===== config.mk =====
export PLATFORM = sky130hd
export DESIGN_NAME = bor_seq_ctrl
export DESIGN_NICKNAME = d
export VERILOG_FILES = /design/src/rtl/bor_pkg.sv /design/src/rtl/bor_mode_gate.sv /design/src/rtl/bor_delay_cnt.sv /design/src/rtl/bor_status_flags.sv /design/src/rtl/bor_seq_ctrl.sv
export SDC_FILE = /design/constraint.sdc
export NUM_CORES = 1
export LEC_CHECK = 0
export BUFFER_PORTS_ARGS = -buffer_cell sky130_fd_sc_hd__buf_2
export CAP_MARGIN = 0
export CORE_AREA = 2 2 39 41
export DETAILED_ROUTE_END_ITERATION = 8
export DIE_AREA = 0 0 41 43
export PLACE_DENSITY = 0.8
export SKIP_CTS_REPAIR_TIMING = 1
export SYNTH_ARGS = -nofsm -noshare
export SYNTH_HDL_FRONTEND = slang
export SYNTH_SLANG_ARGS = --single-unit

===== constraint.sdc =====
create_clock -name clk -period 1.98 [get_ports clk]
set_clock_uncertainty 0.05 [all_clocks]
set_input_delay 0.297 -clock clk [delete_from_list [all_inputs] [get_ports clk]]
set_output_delay 0.297 -clock clk [all_outputs]
set_load 0.01 [all_outputs]

===== src/rtl/bor_pkg.sv =====
package bor_pkg;
    typedef enum logic [1:0] {
        ST_RUN  = 2'd0,
        ST_QUAL = 2'd1,
        ST_HOLD = 2'd2,
        ST_PWRT = 2'd3
    } bor_state_e;

    localparam logic [1:0] MODE_OFF   = 2'b00;
    localparam logic [1:0] MODE_SOFT  = 2'b01;
    localparam logic [1:0] MODE_NOSLP = 2'b10;
    localparam logic [1:0] MODE_ON    = 2'b11;
endpackage


===== src/rtl/bor_mode_gate.sv =====
module bor_mode_gate
    import bor_pkg::*;
(
    input  logic       clk,
    input  logic       por_n,
    input  logic [1:0] mode_cfg,
    input  logic       sleep,
    input  logic       sw_en_wr,
    input  logic       sw_en_wdata,
    output logic       det_on,
    output logic       sw_en_rd
);
    logic sw_en_q;

    always_ff @(posedge clk or negedge por_n) begin
        if (!por_n)        sw_en_q <= 1'b1;
        else if (sw_en_wr) sw_en_q <= sw_en_wdata;
    end

    always_comb begin
        unique case (mode_cfg)
            MODE_OFF:   det_on = 1'b0;
            MODE_SOFT:  det_on = sw_en_q;
            MODE_NOSLP: det_on = ~sleep;
            MODE_ON:    det_on = 1'b1;
            default:    det_on = 1'b0;
        endcase
        sw_en_rd = (mode_cfg == MODE_SOFT) ? sw_en_q : 1'b0;
    end
endmodule


===== src/rtl/bor_delay_cnt.sv =====
module bor_delay_cnt #(
    parameter int W = 4
) (
    input  logic         clk,
    input  logic         por_n,
    input  logic         inc,
    output logic [W-1:0] cnt
);
    always_ff @(posedge clk or negedge por_n) begin
        if (!por_n)   cnt <= '0;
        else if (inc) cnt <= cnt + 1'b1;
        else          cnt <= '0;
    end
endmodule


===== src/rtl/bor_status_flags.sv =====
module bor_status_flags (
    input  logic       clk,
    input  logic       por_n,
    input  logic       bo_evt,
    input  logic [1:0] flag_set,
    output logic       por_flag,
    output logic       bor_flag
);
    always_ff @(posedge clk or negedge por_n) begin
        if (!por_n) begin
            por_flag <= 1'b0;
            bor_flag <= 1'b0;
        end else begin
            if (flag_set[0]) por_flag <= 1'b1;
            if (bo_evt)           bor_flag <= 1'b0;
            else if (flag_set[1]) bor_flag <= 1'b1;
        end
    end
endmodule


===== src/rtl/bor_seq_ctrl.sv =====
module bor_seq_ctrl
    import bor_pkg::*;
#(
    parameter int QUAL_CYC = 4,
    parameter int PWRT_CYC = 64
) (
    input  logic       clk,
    input  logic       por_n,
    input  logic       supply_low,
    input  logic [1:0] mode_cfg,
    input  logic       sleep,
    input  logic       pwrt_en,
    input  logic       sw_en_wr,
    input  logic       sw_en_wdata,
    input  logic [1:0] flag_set,
    output logic       core_rst,
    output logic       sw_en_rd,
    output logic       por_flag,
    output logic       bor_flag
);
    localparam int CMAX = (QUAL_CYC > PWRT_CYC) ? QUAL_CYC : PWRT_CYC;
    localparam int CW   = $clog2(CMAX + 1);
    localparam logic [CW-1:0] QUAL_LAST = CW'(QUAL_CYC - 2);
    localparam logic [CW-1:0] PWRT_LAST = CW'(PWRT_CYC - 1);

    bor_state_e    state_q, state_d;
    logic          det_on;
    logic          cnt_inc;
    logic          bo_evt;
    logic [CW-1:0] cnt;

    initial begin
        if (QUAL_CYC < 2) $error("QUAL_CYC must be at least 2");
        if (PWRT_CYC < 1) $error("PWRT_CYC must be at least 1");
    end

    bor_mode_gate u_gate (
        .clk         (clk),
        .por_n       (por_n),
        .mode_cfg    (mode_cfg),
        .sleep       (sleep),
        .sw_en_wr    (sw_en_wr),
        .sw_en_wdata (sw_en_wdata),
        .det_on      (det_on),
        .sw_en_rd    (sw_en_rd)
    );

    bor_delay_cnt #(.W(CW)) u_cnt (
        .clk   (clk),
        .por_n (por_n),
        .inc   (cnt_inc),
        .cnt   (cnt)
    );

    bor_status_flags u_flags (
        .clk      (clk),
        .por_n    (por_n),
        .bo_evt   (bo_evt),
        .flag_set (flag_set),
        .por_flag (por_flag),
        .bor_flag (bor_flag)
    );

    // State register
    always_ff @(posedge clk or negedge por_n) begin
        if (!por_n) state_q <= ST_RUN;
        else        state_q <= state_d;
    end

    // Next-state logic
    always_comb begin
        state_d = state_q;
        unique case (state_q)
            ST_RUN:
                if (det_on && supply_low) state_d = ST_QUAL;
            ST_QUAL:
                if (!det_on || !supply_low) state_d = ST_RUN;
                else if (cnt == QUAL_LAST)  state_d = ST_HOLD;
            ST_HOLD:
                if (!det_on)        state_d = ST_RUN;
                else if (!supply_low) state_d = pwrt_en ? ST_PWRT : ST_RUN;
            ST_PWRT:
                if (det_on && supply_low)  state_d = ST_HOLD;
                else if (cnt == PWRT_LAST) state_d = ST_RUN;
            default: state_d = ST_RUN;
        endcase
    end

    // Outputs and controls
    always_comb begin
        core_rst = 1'b0;
        cnt_inc  = 1'b0;
        unique case (state_q)
            ST_RUN:  ;
            ST_QUAL: cnt_inc = 1'b1;
            ST_HOLD: core_rst = 1'b1;
            ST_PWRT: begin
                core_rst = 1'b1;
                cnt_inc  = 1'b1;
            end
            default: ;
        endcase
        bo_evt = (state_d == ST_HOLD) && (state_q != ST_HOLD);
    end
endmodule


==> results of run 1 <==
[through the flow]
step / hold WS (ps) / utilization
finish: 155.6 / 0.5470
global route: 136.0 / 0.5470
CTS: -163.0 / 0.5398
detailed placement: 137.6 / 0.5136
global placement: 132.8 / 0.5136
floorplan: -48.59 / -
[final timing paths]
check                                   end  slack [ps]
setup / recovery           u_flags.bor_flag         420
hold / removal             u_flags.por_flag         160
setup reg to reg           u_flags.bor_flag         420
hold reg to reg            u_flags.por_flag         410
max in group asynchronous    u_gate.sw_en_q        1250
min in group asynchronous      u_cnt.cnt[4]         360
[cells by family after synthesis]
kind of cell / after synthesis / synth area share
xor gates and xnor gates: 3 / 0.04176
adders and majority gates: 2 / 0.03976
AOI/OAI and AO/OA: 13 / 0.1610
buffers and inverters: 5 / 0.03179
DFF: 12 / 0.4791
and+or+nand+nor: 22 / 0.2287
muxes: 1 / 0.01789
[routing by layer]
layer / vias to the layer above / share of wire
met3: 2 / 0.020
met2: 5 / 0.53
li1: 239 / -
met4: 0 / 0.012
met5: - / 0
met1: 215 / 0.43
[registers in the layout, summed over array words and instances, names as in the netlist]
register,flops
u_gate.sw_en_q,1
u_flags.bor_flag,1
state_q,2
u_cnt.cnt,7
u_flags.por_flag,1
[cell usage after synthesis]
library cell   n  share of area
nand3b_1       1          0.012
nand3_1        2          0.016
clkbuf_1       1         0.0060
ha_1           2          0.040
a21boi_1       1          0.012
nand2_2        1         0.0099
nand2_1        3          0.018
o2bb2ai_2      1          0.024
nor3_4         1          0.026
inv_1          3          0.018
a31oi_1        2          0.020
o21ai_1        1         0.0079
nor2b_1        3          0.030
o21ai_0        2          0.016
buf_2          1         0.0079
o21a_1         2          0.024
dfstp_2        1          0.042
nor4b_1        1          0.014
or3_1          1         0.0099
or2_2          1         0.0099
nor3b_1        1          0.012
a21boi_2       1          0.018
nand2b_1       1         0.0099
o21ai_2        2          0.028
mux2_2         1          0.018
dfrtp_1       11           0.44
a211oi_1       1          0.012
xnor2_1        2          0.028
xor2_1         1          0.014
and3_1         1         0.0099
nand3_2        1          0.016
and2_1         3          0.030
nor2_1         1         0.0060
[report_power, final]
part	switching (mW)	total (mW)	internal, mW	leakage, nW
Combinational	0.0228	0.0444	0.0216	0.172
Clock	0.0809	0.193	0.112	0.0210
Sequential	0.00986	0.264	0.254	0.152
Total	0.114	0.501	0.387	0.345
[area by class of cell]
cell class | instances | area, µm²
inverters | 3 | 11.26
clock buffers | 4 | 36.28
flip-flops and latches | 12 | 301.5
multi-input cells | 41 | 307.8
repair buffers | 15 | 80.08
well taps | 16 | 20.02
fillers | 130 | 626.9
[worst max-delay path: stages (launching register included)]
cell	delay, ps
dfrtp_1	410
inv_1	70
ha_1	130
nor4b_1	240
nand2_1	120
o21ai_1	170
o2bb2ai_2	130
a31oi_1	100
[placed cells by master (no fill, tap or decap)]
cell type | netlist | layout
mux2_2 | 1 | 1
nor3_4 | 1 | 1
or3_1 | 1 | 1
o21ai_1 | 1 | 1
o21ai_0 | 2 | 2
xor2_1 | 1 | 1
dlygate4sd3_1 | 0 | 1
a21boi_1 | 1 | 1
nand2b_1 | 1 | 1
clkbuf_4 | 0 | 3
ha_1 | 2 | 2
nor3b_1 | 1 | 1
o21ai_2 | 2 | 2
inv_1 | 3 | 3
buf_2 | 1 | 14
xnor2_1 | 2 | 2
dfstp_2 | 1 | 1
nand2_1 | 3 | 3
a21boi_2 | 1 | 1
a211oi_1 | 1 | 1
and3_1 | 1 | 1
nor2b_1 | 3 | 3
clkbuf_8 | 0 | 1
nand3b_1 | 1 | 1
nor4b_1 | 1 | 1
nand3_2 | 1 | 1
o21a_1 | 2 | 2
and2_1 | 3 | 3
o2bb2ai_2 | 1 | 1
dfrtp_1 | 11 | 11
nor2_1 | 1 | 1
nand2_2 | 1 | 1
a31oi_1 | 2 | 2
nand3_1 | 2 | 2
or2_2 | 1 | 1
==> results.sh, run 1 <==
export IMPL_use_met1=0.2075
export IMPL_die_h_um=43
export IMPL_avgSynthCellArea_um2=10.85
export IMPL_die_x_um=41
export IMPL_routed_wl_um=1125
export IMPL_maxSlewHeadroom=0.8159
export IMPL_rr_worst_depth=7
export IMPL_place_hpwl_um=875.1
export IMPL_grt_antenna_before_repair=0
export IMPL_mappedNetlistNets=71
export IMPL_num_rows=14
export IMPL_ios=15
export IMPL_crit_path_start_kind="flop"
export IMPL_clkLatencyLatePin_ps=270
export IMPL_route_vias_total=461
export IMPL_use_met3=0.03141
export IMPL_power_leakage_nw=0.3449
export IMPL_path_clk_slew_ps=70
export IMPL_drv_slew=0
export IMPL_initial_core_util=0.4548
export IMPL_synthCells=58
export IMPL_clockRootBuffer="clkbuf_4"
export IMPL_fmax_ghz=0.6402
export IMPL_hp_start="flag_set[0]"
export IMPL_seq_area_frac_synth=0.4791
export IMPL_route_detailed_drc=0
export IMPL_setup_tns_ps=0
export IMPL_grt_max_degree=13
export IMPL_fin_crit_ps=1562
export IMPL_max_cap_viol_count=0
export IMPL_cp_arrival_ps=1660
export IMPL_syn_to_final_growth_pct=20.28
export IMPL_postLayoutSetupSlackWorst_ps=418.0
export IMPL_vias_per_cell=5.066
export IMPL_synth_warnings=0
export IMPL_dpl_cell_area_um2=710.7
export IMPL_instances_no_fill=91
export IMPL_worst_pin_slew_ps=272.3
export IMPL_use_met2=0.2188
export IMPL_cts_tree="done"
export IMPL_p_total_mw=0.5010
export IMPL_cts_buffers=3
export IMPL_p_per_area_mw_per_mm2=661.8
export IMPL_ir_drop_uv=321.3
export IMPL_cp_end_kind="flop"
export IMPL_wl_per_cell_um=12.36
export IMPL_ys_types=33
export IMPL_postRouteAntennaNets=0
export IMPL_final_cell_area_um2=757.0
export IMPL_ys_ff_latch=12
export IMPL_first_iter_violations=5
export IMPL_min_path_cells=2
export IMPL_r2r_start="u_cnt.cnt[0]"
export IMPL_fin_crit_sh=0.7889
export IMPL_drive_gt1_frac=0.3733
export IMPL_grt_overflow=0
export IMPL_place_inst=86
export IMPL_coreArea_mm2=0.001384
export IMPL_criticalPathCategory="flop to flop"
export IMPL_antennaDiodeCount=0
export IMPL_synth_area_um2=629.4
export IMPL_numClockSinks=12
export IMPL_finalSetupViolCount=0
export IMPL_pre_cts_slack_ps=451.1
export IMPL_status="complete, no violations"
export IMPL_crit_start="u_cnt.cnt[0]"
export IMPL_die_area_mm2=0.001763
export IMPL_htree_levels=1
export IMPL_grt_util_all_layers=0.1553
export IMPL_min_path_type="input port to flop"
export IMPL_firstDrtPassIters=5
export IMPL_busiest_layer="met2"
export IMPL_grt_pass1_wl_um=1807
export IMPL_layout_nets=89
export IMPL_rsz0062_at_grt="no"
export IMPL_grt_pass1_vias=417
export IMPL_place_port_buffers=14
export IMPL_cts_path_max_buffers=2
export IMPL_place_congestion=0.6748
export IMPL_required_ps=2070
export IMPL_path_max_fanout=4
export IMPL_hold_viol=0
No activity file was read; power rests on OpenSTA's default activity.
==> run 2, diff against run 1 <==
Clock period 1.98 ns to 1.6 ns, I/O delays scaled along.
==> results.sh, run 2 (synthesis gave the netlist of run 1 again) <==
export IMPL_multiInputGateArea_um2=320.3
export IMPL_route_detailed_drc=0
export IMPL_power_leakage_nw=0.3458
export IMPL_required_ps=1740
export IMPL_worst_pin_slew_ps=269.1
export IMPL_cp_end_kind="flop"
export IMPL_place_congestion=0.7070
export IMPL_seqCellArea_um2=301.5
export IMPL_layout_nets=90
export IMPL_cts_path_max_buffers=2
export IMPL_rr_worst_depth=6
export IMPL_first_iter_violations=2
export IMPL_criticalPathCategory="flop to flop"
export IMPL_firstDrtPassIters=6
export IMPL_grt_overflow=0
export IMPL_antennaDiodeCount=0
export IMPL_drive_gt1_frac=0.4079
export IMPL_drv_slew=0
export IMPL_path_max_fanout=4
export IMPL_die_h_um=43
export IMPL_numClockSinks=12
export IMPL_fin_crit_sh=0.9356
export IMPL_fillCellCount=130
export IMPL_status="complete, no violations"
export IMPL_initial_core_util=0.4548
export IMPL_p_per_area_mw_per_mm2=757.8
export IMPL_hp_start="flag_set[0]"
export IMPL_syn_to_final_growth_pct=21.87
export IMPL_wl_per_cell_um=12.68
export IMPL_clkLatencyLatePin_ps=270
export IMPL_place_inst=87
export IMPL_grt_util_all_layers=0.1551
export IMPL_regToRegEndpoint="u_flags.bor_flag"
export IMPL_grt_antenna_before_repair=0
export IMPL_rrSetupSlack_ps=100
export IMPL_final_cell_mix="buf_2, dfrtp_1"
export IMPL_fin_util=0.5543
export IMPL_grt_pass1_wl_um=1890
export IMPL_largest_register_ffs=7
export IMPL_place_port_buffers=14
export IMPL_fmax_ghz=0.6680
export IMPL_regMostFlops="u_cnt.cnt"
export IMPL_reg_top3="u_cnt.cnt (7), state_q (2)"
export IMPL_r2r_start="u_cnt.cnt[0]"
export IMPL_clockRootBuffer="clkbuf_4"
export IMPL_finalSetupViolCount=0
export IMPL_htree_levels=1
export IMPL_final_common_cell="buf_2"
export IMPL_instances_no_fill=92
export IMPL_path_clk_slew_ps=90
export IMPL_min_to="u_flags.por_flag"
export IMPL_grt_max_degree=13
export IMPL_hold_viol=0
export IMPL_min_path_type="input port to flop"
export IMPL_routed_wl_um=1167
export IMPL_grt_pass1_vias=486
export IMPL_ir_drop_uv=459.5
export IMPL_die_x_um=41
export IMPL_max_cap_viol_count=0
export IMPL_postRouteAntennaNets=0
export IMPL_die_area_mm2=0.001763
export IMPL_cts_tree="done"
export IMPL_cts_buffers=3
export IMPL_cp_arrival_ps=1640
export IMPL_route_vias_total=471
export IMPL_crit_path_start_kind="flop"
export IMPL_maxSlewHeadroom=0.8206
export IMPL_coreArea_mm2=0.001384
export IMPL_fin_crit_ps=1497
export IMPL_min_path_cells=2
export IMPL_place_hpwl_um=885.7
export IMPL_num_rows=14
export IMPL_ios=15
export IMPL_vias_per_cell=5.120
[run 2: changes by cell type in the layout (fill, tap and decap cells not counted)]
cell / delta
clkbuf_8: -1
nor4b_2: +1
ha_2: +1
ha_1: -1
nor4b_1: -1
buf_4: +1
clkbuf_1: +1
o21ai_2: +1
o21ai_1: -1
[run 2: power breakdown]
group / internal [mW] / switching (mW)
logic: 0.0298 / 0.0304
clock network: 0.0962 / 0.100
registers: 0.314 / 0.0103
[run 2: layer usage]
layer	track usage	wire length (µm)	part of all wire	up-vias
li1	-	-	-	236
met1	0.1763	521	0.45	224
met2	0.2563	588	0.50	7
met3	0.02094	24	0.021	4
met4	0.09333	32	0.027	0
met5	0	0	0	-
[run 2: final cells by class]
type	instances	share of cell area
inverter	3	0.01468
tap	16	0.02610
timing repair buffer	16	0.1142
sequential	12	0.3931
clock buffer	4	0.03426
multi-input combinational	41	0.4176
[run 2: stage by stage]
step / hold WS (ps) / setup WS [ps] / area [µm²] / setup TNS, ps / total power [mW]
final: 115.2 / 103.0 / 767.0 / 0 / 0.5812
after global routing: 97.11 / -72.12 / 767.0 / -88.99 / 0.6148
after CTS: -218.2 / 49.72 / 744.5 / 0 / 0.5844
after detailed placement: 80.16 / 76.70 / 718.2 / 0 / 0.3882
after global placement: 76.82 / 148.5 / 718.2 / 0 / 0.3861
after floorplan: -105.6 / 223.0 / 629.4 / 0 / 0.3575
[run 2: worst max path at each step]
stage                                  end  slack [ps]         start
after floorplan           u_flags.bor_flag         220  u_cnt.cnt[0]
after global placement    u_flags.bor_flag         150  u_cnt.cnt[0]
after detailed placement  u_flags.bor_flag          80  u_cnt.cnt[0]
after CTS                 u_flags.bor_flag          50  u_cnt.cnt[0]
after global routing      u_flags.bor_flag         -70  u_cnt.cnt[0]
final                     u_flags.bor_flag         100  u_cnt.cnt[0]
[run 2: worst max-delay path, stage by stage (launching register included)]
cell and delay (ps):
dfrtp_1 400, ha_2 230, nand3_2 110, nor3_4 160, a21boi_2 200, o2bb2ai_2 80
a31oi_1 180
==> run 3, diff against run 2 <==
Settings changed: PLACE_DENSITY 0.8 to 0.79, SYNTH_HIERARCHICAL set to 1.
==> results.sh, run 3 <==
export IMPL_pre_cts_slack_ps=-93.49
export IMPL_rr_worst_depth=4
export IMPL_violations="setup timing"
export IMPL_yosys_area_top_type_share=0.4391
export IMPL_place_hpwl_um=999.1
export IMPL_mappedNetlistNets=70
export IMPL_crit_path_start_kind="flop"
export IMPL_p_switching_mw=0.1485
export IMPL_ys_ff_latch=12
export IMPL_yosys_area_share_simple=0.3034
export IMPL_route_vias_total=515
export IMPL_cp_top_family="simple AND/OR/NAND/NOR gates"
export IMPL_regMostFlops="u_cnt/cnt"
export IMPL_cp_slowest_cell="or4_4"
export IMPL_pwr_share_comb=0.108
export IMPL_coreArea_mm2=0.001384
export IMPL_postRouteAntennaNets=0
export IMPL_ys_types=30
export IMPL_cp_arrival_ps=1810
export IMPL_initial_core_util=0.4530
export IMPL_die_x_um=41
export IMPL_p_per_area_mw_per_mm2=791.2
export IMPL_synth_area_um2=626.9
export IMPL_max_cap_viol_count=0
export IMPL_min_path_type="input port to flop"
export IMPL_clkPwrFrac=0.384
export IMPL_instances_no_fill=96
export IMPL_cts_tree="done"
export IMPL_layout_nets=93
export IMPL_route_detailed_drc=0
export IMPL_final_cell_mix="buf_2, dfrtp_1, nand2_1, buf_4"
export IMPL_hold_viol=0
export IMPL_fin_crit_sh=1.056
export IMPL_finalSetupViolCount=2
export IMPL_required_ps=1720
export IMPL_rrSetupSlack_ps=-90
export IMPL_p_int_mw=0.4890
export IMPL_maxSlewHeadroom=0.8185
export IMPL_clkLatencyLatePin_ps=280
export IMPL_synth_warnings=6
export IMPL_wl_per_cell_um=14.09
export IMPL_cp_end_kind="flop"
export IMPL_grt_util_all_layers=0.1765
export IMPL_crit_buf_inv=0
export IMPL_routed_wl_um=1353
export IMPL_min_path_cells=2
export IMPL_grt_overflow=0
export IMPL_yosys_area_top_type="dfrtp_1"
export IMPL_final_common_cell="buf_2"
export IMPL_drv_slew=0
export IMPL_worst_pin_slew_ps=272.3
export IMPL_reg_top3="u_cnt/cnt (7), state_q (2)"
export IMPL_cpPeakStageDelay_ps=550
export IMPL_synth_adder_area_share=0.01996
export IMPL_vias_per_cell=5.365
export IMPL_numClockSinks=12
export IMPL_synth_common_cells="dfrtp_1, nand2_1, and2_1, nand3_1, o21ai_0"
export IMPL_place_port_buffers=14
export IMPL_largest_register_ffs=7
export IMPL_fin_crit_ps=1689
export IMPL_die_area_mm2=0.001763
export IMPL_avgSynthCellArea_um2=10.81
export IMPL_path_clk_slew_ps=70
export IMPL_status="finished with violations"
export IMPL_die_h_um=43
export IMPL_cts_buffers=3
export IMPL_r2r_start="u_cnt/cnt[0]"
export IMPL_place_inst=91
export IMPL_synth_edf_count=0
export IMPL_place_congestion=0.8224
export IMPL_grt_antenna_before_repair=0
export IMPL_path_max_fanout=3
export IMPL_first_iter_violations=8
export IMPL_synth_area_leaders="dfrtp_1, dfstp_2, and2_1"
export IMPL_firstDrtPassIters=4
export IMPL_clockRootBuffer="clkbuf_4"
export IMPL_setup_tns_ps=-92.41
export IMPL_criticalPathCategory="flop to flop"
export IMPL_synthXorXnorAreaFrac=0.04192
export IMPL_seqCellArea_um2=301.5
export IMPL_cp_cell_sequence="or4_4 > nor4b_4 > o211a_1 > o21ba_4"
export IMPL_hp_start="flag_set[0]"
export IMPL_min_to="u_flags/por_flag"
export IMPL_antennaDiodeCount=0
export IMPL_fillCellCount=125
export IMPL_multiInputGateArea_um2=322.8
export IMPL_async_reset_ff_frac=1.000
export IMPL_cts_path_max_buffers=2
export IMPL_seqPwrFrac=0.508
export IMPL_rsz0062_at_grt="yes"
export IMPL_synth_top_family_by_area="simple AND/OR/NAND/NOR gates"
export IMPL_grt_pass1_wl_um=1959
export IMPL_post_synth_top_count_cell="dfrtp_1"
export IMPL_synth_compound_area_frac=0.08982
export IMPL_synthCells=58
export IMPL_fin_util=0.5823
export IMPL_ir_drop_uv=397.3
export IMPL_crit_start="u_cnt/cnt[0]"
export IMPL_seq_area_frac_synth=0.4810
export IMPL_drive_gt1_frac=0.3875
export IMPL_ios=15
export IMPL_grt_max_degree=13
export IMPL_htree_levels=1
export IMPL_syn_to_final_growth_pct=28.54
export IMPL_num_rows=14
export IMPL_postLayoutSetupSlackWorst_ps=-89.08
export IMPL_fmax_ghz=0.5920
export IMPL_power_leakage_nw=0.4023
export IMPL_yosys_most_used_dff="dfrtp_1"
export IMPL_synthMuxAreaShare=0.03992
export IMPL_switching_share=0.2330
export IMPL_regToRegEndpoint="u_flags/bor_flag"
export IMPL_grt_pass1_vias=454
[run 3: cell count changes after synthesis, sizes merged, moves of 2 or more]
cell	previous run	this run
nand3	3	5
a31oi	2	0
a21boi	2	0
o21a	2	0
nand4	0	2
nor2b	3	1
[run 3: how the worst max path moves through the flow]
stage          slack, ps  depth (start not counted)          endpoint
6_report             -90                          4  u_flags/bor_flag
4_1_cts             -100                          4  u_flags/bor_flag
3_5_place_dp         -90                          4  u_flags/bor_flag
3_3_place_gp         -20                          4  u_flags/bor_flag
5_1_grt             -130                          4  u_flags/bor_flag
2_1_floorplan        -40                          4  u_flags/bor_flag
[run 3: cell type report]
type / count / share of cell area
Clock buffer: 4 / 0.04503
Tap cell: 16 / 0.02484
Multi-Input combinational cell: 42 / 0.4006
Sequential cell: 12 / 0.3742
Inverter: 2 / 0.009317
Timing Repair Buffer: 20 / 0.1460
[run 3: logic make-up after synthesis]
group,count (synthesis)
AO/OA/AOI/OAI,8
XOR/XNOR,3
adder cells (fa/ha/maj),1
buffers and inverters,4
flip-flops,12
multiplexers,2
AND/OR/NAND/NOR,28
[run 3: worst register-to-register path: stages, from the launching register on]
cell and delay (ps):
dfrtp_1 390, or4_4 550, nor4b_4 270, o211a_1 180, o21ba_4 150
[run 3: through the flow]
stage	hold slack (ps)	instance area [µm²]	power, mW
finish	112.6	805.8	0.6376
global route	115.6	805.8	0.6681
CTS	-226.5	783.3	0.6423
detailed placement	80.36	747.0	0.3955
global placement	79.73	747.0	0.3913
floorplan	-105.6	626.9	0.3597
[run 3: power by group through the flow]
stage          registers (mW)  clock network, mW  logic, mW
2_1_floorplan           0.327                  0     0.0323
3_3_place_gp            0.329                  0     0.0627
3_5_place_dp            0.330                  0     0.0654
4_1_cts                 0.324              0.252     0.0657
5_1_grt                 0.327              0.266     0.0751
6_report                0.324              0.245     0.0687
[run 3: routing by layer]
layer | global-route usage | share of wire | up-vias
met5 | 0 | 0 | -
met1 | 0.2068 | 0.41 | 241
met3 | 0.03141 | 0.069 | 5
met4 | 0.1400 | 0.031 | 0
met2 | 0.2656 | 0.49 | 18
li1 | - | - | 251
